<file path="config.mk">
export PLATFORM = sky130hd
export DESIGN_NAME = serial_flow_unit
export DESIGN_NICKNAME = d
export VERILOG_FILES = /design/src/rtl/flow_pkg.sv /design/src/rtl/flow_regs.sv /design/src/rtl/flow_path.sv /design/src/rtl/serial_flow_unit.sv
export SDC_FILE = /design/constraint.sdc
export NUM_CORES = 1
export LEC_CHECK = 0
export BUFFER_PORTS_ARGS = -buffer_cell sky130_fd_sc_hd__buf_2
export CAP_MARGIN = 20
export CORE_MARGIN = 2
export CORE_UTILIZATION = 40
export DETAILED_ROUTE_END_ITERATION = 7
export PLACE_DENSITY = 0.76
export SKIP_LAST_GASP = 1
export SLEW_MARGIN = 0
export SYNTH_ARGS = -nofsm -noshare
export SYNTH_HDL_FRONTEND = slang
export SYNTH_SLANG_ARGS = --single-unit
export TNS_END_PERCENT = 10
</file>
<file path="constraint.sdc">
create_clock -name clk -period 1.55 [get_ports clk]
set_input_delay 0.0775 -clock clk [delete_from_list [all_inputs] [get_ports clk]]
set_output_delay 0.0775 -clock clk [all_outputs]
set_load 0.05 [all_outputs]
</file>
<file path="src/rtl/flow_pkg.sv">
package flow_pkg;
  localparam int WORD_W = 32;
  localparam int TRIG_W = 4;

  typedef struct packed {
    logic              rtsHwEn;
    logic              ctsEn;
    logic              swRts;
    logic              rxDis;
    logic              txDis;
    logic [TRIG_W-1:0] rtsTrig;
    logic              brk;
  } flow_ctrl_t;

  localparam flow_ctrl_t CTRL_RESET = '{
    rtsHwEn: 1'b0, ctsEn: 1'b0, swRts: 1'b0, rxDis: 1'b1,
    txDis: 1'b1, rtsTrig: 4'd1, brk: 1'b0};

  function automatic logic [WORD_W-1:0] packCtrl(input flow_ctrl_t c);
    logic [WORD_W-1:0] w;
    w        = '0;
    w[12]    = c.rtsHwEn;
    w[11]    = c.ctsEn;
    w[9]     = c.swRts;
    w[8]     = c.rxDis;
    w[7]     = c.txDis;
    w[4:1]   = c.rtsTrig;
    w[0]     = c.brk;
    return w;
  endfunction

  function automatic flow_ctrl_t unpackCtrl(input logic [WORD_W-1:0] w);
    flow_ctrl_t c;
    c.rtsHwEn = w[12];
    c.ctsEn   = w[11];
    c.swRts   = w[9];
    c.rxDis   = w[8];
    c.txDis   = w[7];
    c.rtsTrig = w[4:1];
    c.brk     = w[0];
    return c;
  endfunction
endpackage

</file>
<file path="src/rtl/flow_regs.sv">
module flow_regs
  import flow_pkg::*;
#(
  parameter int ADDR_W    = 4,
  parameter int CTRL_ADDR = 0
) (
  input  logic                clk,
  input  logic                rstN,
  input  logic                regWe,
  input  logic                regRd,
  input  logic [ADDR_W-1:0]   regAddr,
  input  logic [WORD_W-1:0]   regWdata,
  output logic [WORD_W-1:0]   rdData,
  output flow_ctrl_t          ctrl
);
  localparam logic [ADDR_W-1:0] HIT_ADDR = ADDR_W'(CTRL_ADDR);

  logic addrHit;
  assign addrHit = (regAddr == HIT_ADDR);

  always_ff @(posedge clk or negedge rstN) begin
    if (!rstN) begin
      ctrl <= CTRL_RESET;
    end else if (regWe && addrHit) begin
      ctrl <= unpackCtrl(regWdata);
    end
  end

  always_ff @(posedge clk or negedge rstN) begin
    if (!rstN) begin
      rdData <= '0;
    end else if (regRd && addrHit) begin
      rdData <= packCtrl(ctrl);
    end else begin
      rdData <= '0;
    end
  end

  p_resv_zero_r2: assert property (@(posedge clk) disable iff (!rstN)
    (rdData[31:13] == '0) && (rdData[10] == 1'b0) && (rdData[6:5] == 2'b00));

  p_miss_keep_r3: assert property (@(posedge clk) disable iff (!rstN)
    (regWe && !addrHit) |=> $stable(ctrl));
endmodule

</file>
<file path="src/rtl/flow_path.sv">
module flow_path
  import flow_pkg::*;
#(
  parameter int CNT_W = 5
) (
  input  logic             clk,
  input  logic             rstN,
  input  flow_ctrl_t       ctrl,
  input  logic [CNT_W-1:0] rxCount,
  input  logic             ctsN,
  input  logic             txBusy,
  input  logic             txdRaw,
  output logic             txdOut,
  output logic             rtsOut,
  output logic             txStartOk,
  output logic             rxAccept
);
  localparam int SYNC_DEPTH = 2;

  logic [SYNC_DEPTH-1:0] ctsPipe;
  logic                  ctsSynced;
  logic                  peerReady;
  logic                  fillHit;
  logic                  rtsNext;

  always_ff @(posedge clk or negedge rstN) begin
    if (!rstN) ctsPipe <= '1;
    else       ctsPipe <= {ctsPipe[SYNC_DEPTH-2:0], ctsN};
  end
  assign ctsSynced = ctsPipe[SYNC_DEPTH-1];
  assign peerReady = !ctrl.ctsEn || !ctsSynced;

  assign fillHit = (ctrl.rtsTrig != '0) && (rxCount >= CNT_W'(ctrl.rtsTrig));
  assign rtsNext = ctrl.rtsHwEn ? fillHit : ctrl.swRts;

  always_ff @(posedge clk or negedge rstN) begin
    if (!rstN) rtsOut <= 1'b0;
    else       rtsOut <= rtsNext;
  end

  assign txStartOk = !txBusy && !ctrl.txDis && peerReady;
  assign rxAccept  = !ctrl.rxDis;
  assign txdOut    = ctrl.brk ? 1'b0 : txdRaw;

  p_start_idle_r9: assert property (@(posedge clk) disable iff (!rstN)
    txStartOk |-> !txBusy);

  p_sw_rts_r4: assert property (@(posedge clk) disable iff (!rstN)
    $past(!ctrl.rtsHwEn) |-> (rtsOut == $past(ctrl.swRts)));

  p_zero_trig_r6: assert property (@(posedge clk) disable iff (!rstN)
    $past(ctrl.rtsHwEn && (ctrl.rtsTrig == '0)) |-> !rtsOut);

  p_cts_block_r8: assert property (@(posedge clk) disable iff (!rstN)
    (ctrl.ctsEn && ctsSynced) |-> !txStartOk);

  p_break_low_r11: assert property (@(posedge clk) disable iff (!rstN)
    ctrl.brk |-> !txdOut);
endmodule

</file>
<file path="src/rtl/serial_flow_unit.sv">
module serial_flow_unit
  import flow_pkg::*;
#(
  parameter int ADDR_W    = 4,
  parameter int CTRL_ADDR = 0,
  parameter int CNT_W     = 5
) (
  input  logic              clk,
  input  logic              rstN,
  input  logic              regWe,
  input  logic              regRd,
  input  logic [ADDR_W-1:0] regAddr,
  input  logic [31:0]       regWdata,
  output logic [31:0]       rdData,
  input  logic [CNT_W-1:0]  rxCount,
  input  logic              ctsN,
  input  logic              txBusy,
  input  logic              txdRaw,
  output logic              txdOut,
  output logic              rtsOut,
  output logic              txStartOk,
  output logic              rxAccept
);
  flow_ctrl_t ctrl;

  flow_regs #(.ADDR_W(ADDR_W), .CTRL_ADDR(CTRL_ADDR)) uRegs (
    .clk(clk), .rstN(rstN), .regWe(regWe), .regRd(regRd),
    .regAddr(regAddr), .regWdata(regWdata), .rdData(rdData), .ctrl(ctrl)
  );

  flow_path #(.CNT_W(CNT_W)) uPath (
    .clk(clk), .rstN(rstN), .ctrl(ctrl), .rxCount(rxCount), .ctsN(ctsN),
    .txBusy(txBusy), .txdRaw(txdRaw), .txdOut(txdOut), .rtsOut(rtsOut),
    .txStartOk(txStartOk), .rxAccept(rxAccept)
  );

  p_rx_pause_r10: assert property (@(posedge clk) disable iff (!rstN)
    ($past(!ctrl.rtsHwEn) && $past(!ctrl.swRts)) |-> !rtsOut);
endmodule

</file>
Word-level counts from Yosys, hierarchy flattened
Cells that the tools add are included.
{"block": "totals", "inputBits": 48, "reg_bits": 45, "out_inout_bits": 36}
{"block": "op_classes", "mux": 3, "magnitude_cmp": 1, "reduce_logical": 13}
{"operator": "$mux 13", "n": 1}
{"operator": "$ge 5x4->1", "n": 1}
{"operator": "$logic_and 1x1->1", "n": 5}
{"operator": "$logic_not 1->1", "n": 5}
{"operator": "$logic_not 4->1", "n": 1}
{"operator": "$reduce_bool 4->1", "n": 1}
{"operator": "$mux 1", "n": 2}
{"operator": "$logic_or 1x1->1", "n": 1}

Depth between registers and ports, before layout
{"block": "depth", "word_depth": 3, "mapped_depth": 5, "ltp_nobuf": 5}

Cells and area by module
From an unflattened synthesis, not the netlist that was laid out.
{"block": "unflattened", "hier_cells": 89, "area_unflattened_um2": 1138.6}
{"module": "flow_regs", "cells_per_inst": 66, "n_inst": 1, "area_per_inst_um2": 922.1}
{"module": "flow_path", "cells_per_inst": 23, "n_inst": 1, "area_per_inst_um2": 216.5}

Worst setup path before layout
No wires, ideal clock.
{"block": "synth_path", "path_kind": "reg2out", "start": "reg uPath.ctsPipe[1]", "end": "out txStartOk", "n_path_buf": 0, "slack_ns": -0.079, "arrival_time_ns": 1.551, "required_time_ns": 1.472, "stages_incl_launch_ff": 2, "cell_sequence": "dfstp_2 a211oi_1"}
{"block": "synth_between", "elab_chain_len": 3}
{"item": "from (decl)", "line_no": "flow_path.sv:20", "rtl": "logic [SYNC_DEPTH-1:0] ctsPipe;"}
{"item": "from (signal assigned)", "line_no": "flow_path.sv:28", "rtl": "else ctsPipe <= {ctsPipe[SYNC_DEPTH-2:0], ctsN};"}
{"item": "$logic_not 1->1", "line_no": "flow_path.sv:31", "rtl": "assign peerReady = !ctrl.ctsEn || !ctsSynced;"}
{"item": "$logic_or 1x1->1", "line_no": "flow_path.sv:31"}
{"item": "$logic_and 1x1->1", "line_no": "flow_path.sv:41", "rtl": "assign txStartOk = !txBusy && !ctrl.txDis && peerReady;"}
{"item": "to (decl)", "line_no": "serial_flow_unit.sv:21", "rtl": "output logic txStartOk,"}
Every way passes these cells.

Final worst setup path
{"block": "layout_path", "start": "reg, netlist name uRegs.ctrl[4]", "end": "reg uPath.rtsOut"}
{"block": "layout_between", "elab_chain_len": 3, "elab_cells_between_ends": 4, "cone_classes": "order compare: 1; mux: 1; reduce/logical: 2"}
{"item": "$ge 5x4->1 or $reduce_bool 4->1 (tied branches)", "line_no": "flow_path.sv:33", "rtl": "assign fillHit = (ctrl.rtsTrig != '0) && (rxCount >= CNT_W'(ctrl.rtsTrig));"}
{"item": "$logic_and 1x1->1 *", "line_no": "flow_path.sv:33"}
{"item": "$mux 1 *", "line_no": "flow_path.sv:34", "rtl": "assign rtsNext = ctrl.rtsHwEn ? fillHit : ctrl.swRts;"}
{"item": "net uPath.rtsNext", "line_no": "flow_path.sv:24", "rtl": "logic rtsNext;"}
{"item": "to (signal assigned)", "line_no": "flow_path.sv:38", "rtl": "else rtsOut <= rtsNext;"}
{"item": "to (decl)", "line_no": "flow_path.sv:14", "rtl": "output logic rtsOut,"}
The timed path passes the listed nets; every way through them passes the cells marked *.
A chain may end at the register's enable or synchronous reset.

==> summary.md <==
| Metric | Value |
|---|---|
| Initial Util | `0.416` |
| Worst setup EP type | `flop` |
| Final setup TNS | `0 ps` |
| Area leader, netlist | `dfrtp_1` |
| H-tree depth | `1` |
| CTS tree | `done` |
| Setup Buffers After CTS | `0` |
| Worst reg2reg path depth | `3` |
| Worst path arrival time | `1490 ps` |
| CP required | `1740 ps` |
| Final max-slew violation count | `0` |
| Hold Vio Cnt, Final | `0` |
| Synthesized area | `1140 µm²` |
| HPWL reported at the end of detailed placement | `1.47 mm` |
| Pre-CTS WS | `264 ps` |
| Die area | `3290 µm²` |
| Commonest non-fill, non-tap cells in the layout | `buf_2 (39), conb_1 (22), dfrtp_1 (18)` |
| Antenna violations before repair | `0` |
| Max Freq | `0.771 GHz` |
| Detailed Routing Iterations Pass 1 | `2` |
| Crit share post-route | `0.837` |
| N_diodes | `0` |
| Clk slew on worst S/H paths | `120 ps` |
| Synth unique cells | `21` |
| Clock skew | `9.14 ps` |
| Layout net count | `195` |
| Placed Cells incl. Taps | `158` |
| Setup violators final | `0` |
| IO buf count | `39` |
| Fin worst setup slack | `253 ps` |
| Clk buf depth | `2` |
| Avg Vias per Cell | `4.43` |
| Top cells by area, synth | `dfrtp_1 (40%), buf_4 (15%), mux2_4 (13%)` |
| Maximum vdd drop | `741 µV` |
| Layout area overhead | `25.8%` |
| Root Driver | `clkbuf_4` |
| Fillers | `242` |
| Finished layout cell area | `1430 µm²` |
| Final GP Congestion | `0.699` |
| DRC | `0` |
| Commonest non-fill, non-tap cell in the layout | `buf_2` |
| Syn. warnings | `0` |
| First-pass GRT wire length | `3.11 mm` |
| 1st-iter DRT viols | `19` |
| Leak Pwr | `0.000845 µW` |
| Hold Crit Depth | `2` |
| Core ar. | `2730 µm²` |
| Routed length per instance | `11.2 µm` |
| GRT Total Usage | `0.122` |
| Yosys reg bits | `23` |
| Min-Delay Path Class | `in -> reg` |
| Drt total wl | `1.94 mm` |
| Total of max-cap violations | `0` |
| Die Ht | `57.4 µm` |
| Final cell count without fillers | `173` |
| Startpoint class of the critical path | `flop` |
| Final ANT Viol Nets | `0` |
| Pwr/cell area | `1060 nW/µm²` |
| Part of the Yosys area used for sequential elements | `0.511` |
| Syn Inst Count | `89` |
| Clk_lat worst skew | `300 ps` |
| Total I/O pin count | `84` |
| CTS Sinks | `23` |
| Number of global-route vias before repair | `714` |
| Cell Rows | `19` |
| Tmin final | `1300 ps` |
| CP Class | `reg -> reg` |
| Util after Layout | `0.524` |
| Remaining global-route overflow | `0` |
| CP max FO | `4` |
| Pin count of the biggest net entering global routing | `24` |
| Vias | `767` |
| RSZ-0062 raised after global routing | `false` |
| Die W | `57.4 µm` |
| TritonCTS buffer count | `3` |
| Layout cells sized above 1 | `0.437` |
| Syn Area/Cell | `12.8 µm²` |
| Outcome | `finished, final reports clean` |
| Area after DPL | `1290 µm²` |
| Post-synth top area share | `0.396` |
==> where the power goes <==
group	switching, µW	internal, µW
Sequential	60.9	693
Clock	164	96.1
Combinational	316	186
==> metrics by stage <==
step                hold slack (ps)  power (µW)
global placement               54.7        1230
detailed placement             62.3        1250
floorplan                      -218        1180
finish                         13.6        1520
CTS                            1.37        1530
global route                   4.47        1600
==> critical path: stages, from the launching register on <==
cell     delay (ps)
dfrtp_1         430
or4_1           550
a21oi_1         140
o21ai_1          70
==> logic make-up after synthesis <==
kind of cell / Yosys count / share of synthesized area
AO/OA/AOI/OAI: 6 / 0.0341
adder cells (fa/ha/maj): 4 / 0.0440
buffers and inverters: 28 / 0.165
flip-flops: 23 / 0.511
multiplexers: 10 / 0.132
other: 1 / 0.00329
AND/OR/NAND/NOR: 17 / 0.111
==> metal layers <==
| layer | GRT usage | part of all wire | vias to the layer above | routed length, µm |
|---|---|---|---|---|
| met3 | 0.0204 | 0.085 | 2 | 165 |
| li1 | - | - | 361 | - |
| met5 | 0 | 0 | - | 0 |
| met1 | 0.147 | 0.39 | 366 | 760 |
| met2 | 0.221 | 0.52 | 38 | 1010 |
| met4 | 0.0399 | 0.0046 | 0 | 9 |
==> timing repair <==
| item | CTS | global route |
|---|---|---|
| gates resized for setup | 0 | 0 |
| endpoints found under the setup margin | 0 | 0 |
| hold buffers | 8 | 3 |
| hold endpoints to repair | 25 | 3 |
==> state kept, by name, summed over array words and instances (netlist names) <==
register       flops
uPath.ctsPipe      2
uPath.rtsOut       1
uRegs.ctrl        10
uRegs.rdData      10
==> Yosys cell counts (all sizes together) <==
master	n
dfrtp	18
o21ai	1
nand2b	1
nor2b	2
o21a	1
nand2	1
mux2	10
a31oi	1
or4	1
nor4	1
a21o	1
ha	4
inv	5
dfstp	5
a21oi	1
conb	1
nand3	1
a211oi	1
clkbuf	1
buf	22
and3	10
==> path summary, 6_finish.rpt <==
path                                            start                          to  slack [ps]
hold reg to reg            uPath.ctsPipe[0]$_DFF_PN1_  uPath.ctsPipe[1]$_DFF_PN1_         370
hold / removal                            regWdata[4]   uRegs.ctrl[4]$_DFFE_PN0P_          10
min in group asynchronous                        rstN   uRegs.ctrl[7]$_DFFE_PN0P_         250
setup reg to reg            uRegs.ctrl[4]$_DFFE_PN0P_      uPath.rtsOut$_DFF_PN0_         250
setup / recovery            uRegs.ctrl[4]$_DFFE_PN0P_      uPath.rtsOut$_DFF_PN0_         250
max in group asynchronous                        rstN   uRegs.ctrl[1]$_DFFE_PN1P_         940
==> cell type report <==
| cell class | count | area, µm² | area share |
|---|---|---|---|
| clock buffer | 3 | 22.5 | 0.0157 |
| multi-input combinational | 59 | 453 | 0.316 |
| timing repair buffer | 51 | 313 | 0.218 |
| tap | 31 | 38.8 | 0.0271 |
| inverter | 5 | 18.8 | 0.0131 |
| sequential | 23 | 582 | 0.406 |
| clock inverter | 1 | 5.00 | 0.00349 |
No activity file was read; power rests on OpenSTA's default activity.
